==> config.mk <==
export PLATFORM = sky130hd
export DESIGN_NAME = twr_top
export DESIGN_NICKNAME = d
export VERILOG_FILES = /design/src/rtl/twr_pkg.sv /design/src/rtl/twr_linesync.sv /design/src/rtl/twr_regbank.sv /design/src/rtl/twr_engine.sv /design/src/rtl/twr_top.sv
export SDC_FILE = /design/constraint.sdc
export NUM_CORES = 1
export LEC_CHECK = 0
export ABC_AREA = 1
export BUFFER_PORTS_ARGS = -buffer_cell sky130_fd_sc_hd__buf_2
export CORE_ASPECT_RATIO = 0.5
export CORE_UTILIZATION = 35
export CTS_CLUSTER_SIZE = 12
export DETAILED_ROUTE_END_ITERATION = 8
export RECOVER_POWER = 50
export SYNTH_ARGS = -nofsm -noshare
export SYNTH_HDL_FRONTEND = slang
export SYNTH_SLANG_ARGS = --single-unit
==> constraint.sdc <==
create_clock -name clk -period 8.77 [get_ports clk]
set_input_delay 0 -clock clk [delete_from_list [all_inputs] [get_ports clk]]
set_output_delay 0 -clock clk [all_outputs]
set_load 0.05 [all_outputs]
==> src/rtl/twr_pkg.sv <==
// Package: shared types and constants for the two-wire register slave.
// Assumes 8-bit bus transfers, 8-bit register indices and 16-bit words.
package twr_pkg;
    localparam int BYTE_W = 8;
    localparam int IDX_W  = 8;
    localparam int WORD_W = 2 * BYTE_W;
    localparam logic [3:0] BITS_PER_BYTE = 4'd8;
    localparam logic [IDX_W-1:0] BYTEWISE_IDX = 8'hF0;

    typedef enum logic [2:0] {
        ST_IDLE,
        ST_RX,
        ST_ACK,
        ST_TX,
        ST_MACK,
        ST_IGNORE
    } twr_state_e;

    typedef enum logic [1:0] {
        RL_ADDR,
        RL_INDEX,
        RL_DATA
    } twr_role_e;

    // 7-bit device address from the two straps: 0x48, 0x4C, 0x58, 0x5C
    function automatic logic [6:0] dev_addr(input logic [1:0] sel);
        return {2'b10, sel[1], 1'b1, sel[0], 2'b00};
    endfunction
endpackage

==> src/rtl/twr_linesync.sv <==
// Module: twr_linesync
// Synchronizes SCL and SDA into clk and flags clock edges and
// start/stop conditions. Assumes clk is far faster than SCL so both
// lines are seen in a consistent order. Resets to the idle-high bus.
module twr_linesync #(
    parameter int SYNC_STAGES = 2
) (
    input  logic clk,
    input  logic rst_n,
    input  logic scl_in,
    input  logic sda_in,
    output logic sda_s,
    output logic scl_rise,
    output logic scl_fall,
    output logic start_det,
    output logic stop_det
);
    logic [SYNC_STAGES-1:0] scl_ff;
    logic [SYNC_STAGES-1:0] sda_ff;
    logic scl_d, sda_d, scl_s;

    // Shift both lines through the synchronizer and keep one history bit
    always_ff @(posedge clk) begin
        if (!rst_n) begin
            scl_ff <= '1;
            sda_ff <= '1;
            scl_d  <= 1'b1;
            sda_d  <= 1'b1;
        end else begin
            scl_ff <= {scl_ff[SYNC_STAGES-2:0], scl_in};
            sda_ff <= {sda_ff[SYNC_STAGES-2:0], sda_in};
            scl_d  <= scl_ff[SYNC_STAGES-1];
            sda_d  <= sda_ff[SYNC_STAGES-1];
        end
    end

    // Decode edges and bus conditions from current and previous samples
    always_comb begin
        scl_s     = scl_ff[SYNC_STAGES-1];
        sda_s     = sda_ff[SYNC_STAGES-1];
        scl_rise  = scl_s & ~scl_d;
        scl_fall  = ~scl_s & scl_d;
        start_det = scl_s & scl_d & sda_d & ~sda_s;
        stop_det  = scl_s & scl_d & ~sda_d & sda_s;
    end
endmodule

==> src/rtl/twr_regbank.sv <==
// Module: twr_regbank
// Bank of NUM_REGS word registers with one write port and two
// combinational read ports. Indices at or above NUM_REGS read as zero
// and drop writes. Assumes NUM_REGS is a power of two no larger than 256.
module twr_regbank
    import twr_pkg::*;
#(
    parameter int NUM_REGS = 16
) (
    input  logic              clk,
    input  logic              rst_n,
    input  logic              wr_en,
    input  logic [IDX_W-1:0]  wr_idx,
    input  logic [WORD_W-1:0] wr_data,
    input  logic [IDX_W-1:0]  a_idx,
    output logic [WORD_W-1:0] a_data,
    input  logic [IDX_W-1:0]  b_idx,
    output logic [WORD_W-1:0] b_data
);
    localparam int AW = (NUM_REGS > 1) ? $clog2(NUM_REGS) : 1;

    logic [WORD_W-1:0] regs [NUM_REGS];

    for (genvar g = 0; g < NUM_REGS; g++) begin : g_reg
        // Load one register on a full-word write that targets it
        always_ff @(posedge clk) begin
            if (!rst_n)
                regs[g] <= '0;
            else if (wr_en && wr_idx == IDX_W'(g))
                regs[g] <= wr_data;
        end
    end

    // Both read ports return zero for indices outside the bank
    always_comb begin
        a_data = ({1'b0, a_idx} < (IDX_W+1)'(NUM_REGS)) ? regs[a_idx[AW-1:0]] : '0;
        b_data = ({1'b0, b_idx} < (IDX_W+1)'(NUM_REGS)) ? regs[b_idx[AW-1:0]] : '0;
    end
endmodule

==> src/rtl/twr_engine.sv <==
// Module: twr_engine
// Bit and byte protocol engine: device address match, index capture,
// paired-byte writes with auto-increment, bytewise commit through
// index 0xF0, and word reads. Assumes synchronized edge strobes from
// twr_linesync; start and stop override any state.
module twr_engine
    import twr_pkg::*;
(
    input  logic              clk,
    input  logic              rst_n,
    input  logic              sda_s,
    input  logic              scl_rise,
    input  logic              scl_fall,
    input  logic              start_det,
    input  logic              stop_det,
    input  logic [1:0]        adr_sel,
    input  logic [WORD_W-1:0] rd_word,
    output logic [IDX_W-1:0]  rd_idx,
    output logic              wr_en,
    output logic [IDX_W-1:0]  wr_idx,
    output logic [WORD_W-1:0] wr_data,
    output logic              sda_oe,
    output twr_state_e        st_o,
    output twr_role_e         role_o,
    output logic [3:0]        cnt_o
);
    twr_state_e        state;
    twr_role_e         role;
    logic [3:0]        cnt;
    logic [BYTE_W-1:0] rx_sr, tx_sr, lo_keep, pend_hi;
    logic [IDX_W-1:0]  idx, pend_idx;
    logic              ack_bit, wphase, rphase, pend_valid, read_mode, mack_ok;
    logic              rx_done;

    // Byte completion, commit decision and pad drive
    always_comb begin
        rx_done = (state == ST_RX) && scl_fall && (cnt == BITS_PER_BYTE)
                  && !start_det && !stop_det;
        wr_en   = rx_done && (role == RL_DATA) && pend_valid
                  && ((idx == BYTEWISE_IDX) || wphase);
        wr_idx  = pend_idx;
        wr_data = {pend_hi, rx_sr};
        sda_oe  = ((state == ST_ACK) && ack_bit) || ((state == ST_TX) && !tx_sr[BYTE_W-1]);
        rd_idx  = idx;
        st_o    = state;
        role_o  = role;
        cnt_o   = cnt;
    end

    // Protocol state machine; start and stop take priority
    always_ff @(posedge clk) begin
        if (!rst_n) begin
            state      <= ST_IDLE;
            role       <= RL_ADDR;
            cnt        <= '0;
            rx_sr      <= '0;
            tx_sr      <= '0;
            lo_keep    <= '0;
            pend_hi    <= '0;
            pend_idx   <= '0;
            idx        <= '0;
            ack_bit    <= 1'b0;
            wphase     <= 1'b0;
            rphase     <= 1'b0;
            pend_valid <= 1'b0;
            read_mode  <= 1'b0;
            mack_ok    <= 1'b0;
        end else if (start_det) begin
            state     <= ST_RX;
            role      <= RL_ADDR;
            cnt       <= '0;
            read_mode <= 1'b0;
            ack_bit   <= 1'b0;
        end else if (stop_det) begin
            state   <= ST_IDLE;
            ack_bit <= 1'b0;
        end else begin
            case (state)
                ST_RX: begin
                    if (scl_rise) begin
                        rx_sr <= {rx_sr[BYTE_W-2:0], sda_s};
                        cnt   <= cnt + 4'd1;
                    end else if (rx_done) begin
                        cnt     <= '0;
                        state   <= ST_ACK;
                        ack_bit <= 1'b1;
                        case (role)
                            RL_ADDR: begin
                                if (rx_sr[BYTE_W-1:1] == dev_addr(adr_sel)) begin
                                    read_mode <= rx_sr[0];
                                    role      <= RL_INDEX;
                                end else begin
                                    state   <= ST_IGNORE;
                                    ack_bit <= 1'b0;
                                end
                            end
                            RL_INDEX: begin
                                idx    <= rx_sr;
                                wphase <= 1'b0;
                                role   <= RL_DATA;
                            end
                            default: begin
                                if (idx == BYTEWISE_IDX) begin
                                    pend_valid <= 1'b0;
                                end else if (!wphase) begin
                                    pend_hi    <= rx_sr;
                                    pend_idx   <= idx;
                                    pend_valid <= 1'b1;
                                    wphase     <= 1'b1;
                                end else begin
                                    pend_valid <= 1'b0;
                                    wphase     <= 1'b0;
                                    idx        <= idx + 8'd1;
                                end
                            end
                        endcase
                    end
                end
                ST_ACK: begin
                    if (scl_fall) begin
                        cnt     <= '0;
                        ack_bit <= 1'b0;
                        if (read_mode) begin
                            tx_sr   <= rd_word[WORD_W-1:BYTE_W];
                            lo_keep <= rd_word[BYTE_W-1:0];
                            rphase  <= 1'b0;
                            state   <= ST_TX;
                        end else begin
                            state <= ST_RX;
                        end
                    end
                end
                ST_TX: begin
                    if (scl_rise) begin
                        cnt <= cnt + 4'd1;
                    end else if (scl_fall) begin
                        if (cnt == BITS_PER_BYTE) begin
                            state <= ST_MACK;
                            cnt   <= '0;
                            if (rphase)
                                idx <= idx + 8'd1;
                        end else begin
                            tx_sr <= {tx_sr[BYTE_W-2:0], 1'b0};
                        end
                    end
                end
                ST_MACK: begin
                    if (scl_rise) begin
                        mack_ok <= !sda_s;
                    end else if (scl_fall) begin
                        cnt <= '0;
                        if (!mack_ok) begin
                            state <= ST_IGNORE;
                        end else if (!rphase) begin
                            tx_sr  <= lo_keep;
                            rphase <= 1'b1;
                            state  <= ST_TX;
                        end else begin
                            tx_sr   <= rd_word[WORD_W-1:BYTE_W];
                            lo_keep <= rd_word[BYTE_W-1:0];
                            rphase  <= 1'b0;
                            state   <= ST_TX;
                        end
                    end
                end
                default: ;
            endcase
        end
    end
endmodule

==> src/rtl/twr_top.sv <==
// Module: twr_top
// Two-wire bus slave fronting a bank of 16-bit registers, with a
// parallel read port for on-chip consumers. Assumes clk runs at least
// about ten times the SCL rate; SDA is open-drain through sda_oe.
module twr_top
    import twr_pkg::*;
#(
    parameter int NUM_REGS    = 16,
    parameter int SYNC_STAGES = 2
) (
    input  logic              clk,
    input  logic              rst_n,
    input  logic              scl_in,
    input  logic              sda_in,
    output logic              sda_oe,
    input  logic [1:0]        adr_sel,
    input  logic [IDX_W-1:0]  host_idx,
    output logic [WORD_W-1:0] host_data
);
    logic              sda_s, scl_rise, scl_fall, start_det, stop_det;
    logic              wr_en;
    logic [IDX_W-1:0]  wr_idx, eng_idx;
    logic [WORD_W-1:0] wr_data, eng_word;
    twr_state_e        eng_st;
    twr_role_e         eng_role;
    logic [3:0]        eng_cnt;

    twr_linesync #(.SYNC_STAGES(SYNC_STAGES)) u_sync (
        .clk(clk), .rst_n(rst_n), .scl_in(scl_in), .sda_in(sda_in),
        .sda_s(sda_s), .scl_rise(scl_rise), .scl_fall(scl_fall),
        .start_det(start_det), .stop_det(stop_det)
    );

    twr_engine u_eng (
        .clk(clk), .rst_n(rst_n), .sda_s(sda_s), .scl_rise(scl_rise),
        .scl_fall(scl_fall), .start_det(start_det), .stop_det(stop_det),
        .adr_sel(adr_sel), .rd_word(eng_word), .rd_idx(eng_idx),
        .wr_en(wr_en), .wr_idx(wr_idx), .wr_data(wr_data), .sda_oe(sda_oe),
        .st_o(eng_st), .role_o(eng_role), .cnt_o(eng_cnt)
    );

    twr_regbank #(.NUM_REGS(NUM_REGS)) u_bank (
        .clk(clk), .rst_n(rst_n), .wr_en(wr_en), .wr_idx(wr_idx),
        .wr_data(wr_data), .a_idx(eng_idx), .a_data(eng_word),
        .b_idx(host_idx), .b_data(host_data)
    );
endmodule

# Yosys cells after proc, flatten, opt, wreduce, memory -nomap -nowiden
# Memory sizes are Yosys's and may differ from the RTL's. A register that Yosys moved wholly into a read port is not among the register bits.
# Cells that the tools add are included.
# classes
mux	138
n_addsub	2
n_lt_le_gt_ge	2
eq_ne	53
shifts	0
multipliers	0
n_reduce_logical	58
div	0
bitwise_logic	35
# op_table
operator	n
$mux W16	18
$mux W8	23
$mux W1	65
$eq A8 B4 Y1 const B	8
$pmux W8 S2	3
$mux W4	9
$mux W3	11
$eq A8 B3 Y1 const B	4
$reduce_and A9 Y1	3
$logic_and A1 B1 Y1	25
$pmux W8 S3	1
$reduce_and A6 Y1	4
$ne A2 B1 Y1 const B	10
$ne A4 B1 Y1 const B	5
$eq A8 B2 Y1 const B	2
$lt A8 B5 Y1 const B	2
$or A1 B1 Y1	16
$pmux W4 S4	1
$reduce_and A8 Y1	2
$ne A2 B2 Y1 const B	6
$ne A3 B2 Y1 const B	4
$ne A4 B2 Y1 const B	3
$not A1 Y1	12
$pmux W3 S4	1
other kinds (30)	50
# totals
regBits	69
mem_bits_ro	0
n_memories	1
ramBits	256
elab_cells	309
in_bits	14
latchBits	0
output_inout_bits	17
# mem_list
name	depth	word_bits	rd	rd_clocked_by_memory_dff	write_ports	line	text
u_bank.regs	16	16	2	1	16	twr_regbank.sv:22	logic [WORD_W-1:0] regs [NUM_REGS];

# Logic depth before layout (Yosys ltp)
# depth
ltp_word	14
mapped_depth	13

# Hierarchy
# A second synthesis with hierarchy kept.
# hier_totals
hier_cells	2564
area_unflattened_um2	18577.8
# by_module_without_submodules
mod	seq_area_each_um2	instances	cells_per_inst	area_per_inst_um2
twr_regbank	7687.4	1	1996	14956.8
twr_engine	1261.2	1	541	3422.0
twr_linesync	120.1	1	27	198.9

# Worst setup path before layout
# OpenSTA, ideal clock, no wires.
# synth_timing
path_type	flip-flop to flip-flop
startpoint	register u_eng.cnt[0] (netlist: u_eng.cnt_o[0])
endpoint	memory u_bank.regs[1][0] (netlist bit) (enable)
path_stages_with_launch	9
setup_time_ns	0.411
path_slack_ns	5.803
t_arrival_ns	2.556
cell_sequence	dfxtp_1 -> inv_1 -> ha_1 -> nand3_2 -> nor3_4 -> nand3_2 -> nor2_2 -> nand3_2 -> o21ai_0
# synth_rtl
item	line	text
start, declared	twr_engine.sv:29	logic [3:0] cnt;
start signal, assigned	twr_engine.sv:82	cnt <= cnt + 4'd1;
start signal, assigned	twr_engine.sv:135	cnt <= cnt + 4'd1;
end, declared	twr_regbank.sv:22	

# Final worst setup path
# layout_timing
startpoint	input port host_idx[0]
endpoint	output port host_data[7]
# layout_between
elab_chain_len	2
word_cells_on_any_way	3
classes_between	order compare: 1; mux: 1; memory: 1
# layout_rtl
item	line	text
start, declared	twr_top.sv:17	input logic [IDX_W-1:0] host_idx,
$lt A8 B5 Y1 / $mem_v2 Z16 W16 (equally long branches)	--	
$mux W16 *	twr_regbank.sv:37	b_data = ({1'b0, b_idx} < (IDX_W+1)'(NUM_REGS)) ? regs[b_idx[AW-1:0]] : '0;
end, declared	twr_top.sv:18	output logic [WORD_W-1:0] host_data
# Every way passes the cells marked *; elsewhere a longest branch is shown, timed or not.

==> flow_summary.toml <==
[power]
p_seq_share_pct = 41.6
netSwitchingFraction_pct = 34.1
finalPower_w = 0.00458
peakVddDrop_mv = 0.128
powerDensity_mw_per_mm2 = 243
p_comb_share_pct = 24.8
p_leak_nw = 6.57
clockPowerShare_pct = 33.6
switching_power_w = 0.00157
p_int_w = 0.00302

[worst_setup_path]
crit_fanout = 76
startpoint = "host_idx[0]"
cp_top_family = "buffers and inverters"
cpMaxStageDelayCell = "clkbuf_1"
setup.worst_path.class = "input port to output pin"
reg2reg_from = "u_eng.cnt_o[0]"
path_common_cell = "clkbuf_1"
worstPathCellList = "clkbuf_1 -> clkbuf_1 -> o21ai_0 -> nand3_1 -> o211ai_1 -> a21oi_1 -> buf_2"
critPathArrivalTime_ns = 5.61
critPathMaxStageDelay_ns = 2.27
endpoint_kind = "output pin"
crit_buf_inv = 3
worstPathRequired_ns = 8.77
critPathLaunchType = "input port"

[global_routing]
grt.overflow.total = 0
grt_first_pass_wirelength_mm = 83.9
grt_use_total_pct = 22.1
grt_pass1_vias = 13573
antenna_found_initial = 0
grt_max_degree = 93

[logic_synthesis]
synth_top_area_share_pct = 44.6
synth_area_mm2 = 0.0172
synthTopCellsByArea = "edfxtp_1 45%, o21ai_0 9.0%, nor2_1 8.5%, dfxtp_1 8.5%, a21oi_1 6.2%"
synth_cell_types = 33
syn_avg_cell_area_um2 = 8.23
ys_seq_area_share_pct = 53.1
synth_common_cells = "392 x nor2_1, 310 x o21ai_0, 256 x edfxtp_1, 214 x a21oi_1, 206 x nand2_1"
synthArstFlopShare_pct = 0
ys_ff_latch = 329
synth.largest_area_cell = "edfxtp_1"
yosysMostFrequentCell = "nor2_1"
synth_ff_type = "edfxtp_1"
synth_warnings = 0
syn_nets = 2111
syn_inst = 2093
synth_edf_count = 256

[placement]
dpl_cell_area_mm2 = 0.0178
place_congestion = 0.878
place.detailed.hpwl_mm = 34.9
place_ws_ns = 5.73
io_buffers = 30

[final_layout]
fin_area_mm2 = 0.0189
nets = 2054
fillers = 4863
post-route-util_pct = 38.9
area_growth_pct = 9.70
regArea_mm2 = 0.00916
multi_input_area_mm2 = 0.00672
diodes = 0
drive_above_1_share_pct = 5.39

[run_status]
status = "complete, but fails checks"
failed_checks = "max-capacitance violations, max-slew violations"

[floorplan]
die-area_mm2 = 0.0502
rows = 57
die_h_um = 159
core_mm2 = 0.0486
start_util_pct = 35.5
io_pins = 31
die_x_um = 316

[min_path]
hold_class = "input port to flop"
worstHoldStart = "adr_sel[0]"

[timing]
worstMarginPinSlew_ns = 3.22
tns_ns = 0
period_share_pct = 63.9
setup_ws_ns = 3.16
fin_crit_ns = 5.61
hold_viol = 0
clock_skew_ns = 0.0356
rsz0062_at_grt = "false"
setup-violations-final = 0
timing.slew.headroom_pct = -114
maxSlewViolCount = 257
clock.fmax_mhz = 178

[detailed_routing]
ant_nets = 0
routed_wirelength_mm = 56.5
vias_per_cell = 5.52
routedWlPerCell_um = 20.9
vias = 14971
drtPass1Iterations = 5
drc = 0
drtIter0Drc = 2200

[clock_network]
cts_resized = 0
postCtsSetupRepairBufs = 0
insertion_delay_ns = 0.56
cts_tree = "done"
cts_max_level = 2
cts.sinks = 329
cts_made_buffers = 36
cts_root_buffer = "clkbuf_16"
path_clk_slew_ns = 0.06
clock_path_buffers = 3

[flow_run]
cap_violations = 6
power by group through the flow:
stage / Clock (W) / Sequential [W] / Combinational, W
6_report: 0.00154 / 0.00191 / 0.00114
5_1_grt: 0.00161 / 0.00192 / 0.00125
4_1_cts: 0.00155 / 0.00190 / 0.00111
3_5_place_dp: 0 / 0.00193 / 0.00110
3_3_place_gp: 0 / 0.00193 / 0.00110
2_1_floorplan: 0 / 0.00186 / 0.000835
cell families (layout without fill, tap and decap cells):
family                   count (synthesis)  in the layout  share of synthesized area, %
AND/OR/NAND/NOR                        776            776                          18.7
XOR/XNOR                                 2              2                         0.102
AO/OA/AOI/OAI                          633            633                          19.9
flip-flops                             329            329                          53.1
buffers and inverters                  349            317                          7.89
adder cells (fa/ha/maj)                  4              4                         0.291
through the flow:
| step | instances | hold slack (ns) |
|---|---|---|
| floorplan | 2093 | 0.107 |
| global placement | 2643 | 0.192 |
| detailed placement | 2643 | 0.191 |
| CTS | 2710 | 0.109 |
| global route | 2710 | 0.195 |
| finish | 2710 | 0.123 |
path summary, 6_finish.rpt:
kind | end | slack [ns] | cells after the start
worst max register to register | u_bank.regs[15][1] | 5.34 | 9
worst max-delay path | host_data[7] | 3.16 | 7
worst min-delay path | u_eng.ack_bit | 0.12 | 7
worst min register to register | u_sync.scl_ff[1] | 0.41 | 1
routing by layer:
layer	track usage (%)	vias up	wire, um
met5	0	-	0
met4	8.43	0	1980
met3	4.28	114	5730
met2	33.3	781	24700
met1	31.2	7026	24100
li1	-	7050	-
area by class of cell:
cell class / instances / share of cell area [%]
clock buffer: 50 / 5.39
clock inverter: 13 / 0.735
multi-input combinational: 1415 / 35.6
timing repair buffer: 59 / 1.68
inverter: 195 / 3.87
tap: 649 / 4.30
sequential: 329 / 48.5
flip-flops by register name, summed over array words and instances (netlist names), named ones only:
name	flops
u_eng.lo_keep	8
u_eng.read_mode	1
u_eng.mack_ok	1
u_eng.rphase	1
u_sync.sda_d	1
u_eng.cnt_o	4
u_eng.st_o	3
u_eng.wphase	1
u_eng.ack_bit	1
u_eng.rd_idx	8
u_eng.pend_hi	8
u_eng.role_o	2
u_eng.rx_sr	8
u_bank.regs	256
u_eng.pend_valid	1
u_sync.sda_ff	2
u_eng.tx_sr	8
u_eng.wr_idx	8
u_sync.scl_ff	2
u_sync.scl_d	1
worst register-to-register path, delay by kind of cell (launching register included):
| family | cells | cell delay, ns |
|---|---|---|
| AO/OA/AOI/OAI | 1 | 1.17 |
| adder cells (fa/ha/maj) | 1 | 0.19 |
| AND/OR/NAND/NOR | 5 | 0.90 |
| buffers and inverters | 2 | 0.53 |
| flip-flops | 1 | 0.33 |
layout by cell type, fill, tap and decap left out, types with 2 or more instances in the layout:
cell type / count
xor2_1: 2
a211oi_1: 6
o21ai_0: 304
clkbuf_8: 4
buf_4: 13
dfxtp_4: 2
nor2_2: 2
or2_2: 6
o211ai_1: 90
nand3_1: 129
edfxtp_1: 256
nor3_1: 8
inv_2: 2
nor2_1: 392
clkbuf_16: 37
bufinv_16: 3
o22ai_1: 9
dfxtp_1: 71
ha_1: 4
nand3_2: 5
inv_1: 175
nand2_2: 6
clkinv_1: 25
nand2_1: 214
buf_2: 18
dlygate4sd3_1: 4
clkbuf_1: 32
nand4_1: 9
o21ai_2: 6
a21oi_1: 214
inv_6: 2
repair_timing:
item	CTS	global route
hold buffers	4	0
hold endpoints to repair	4	0
endpoints found under the setup margin	0	0
No activity file was read; power rests on OpenSTA's default activity.
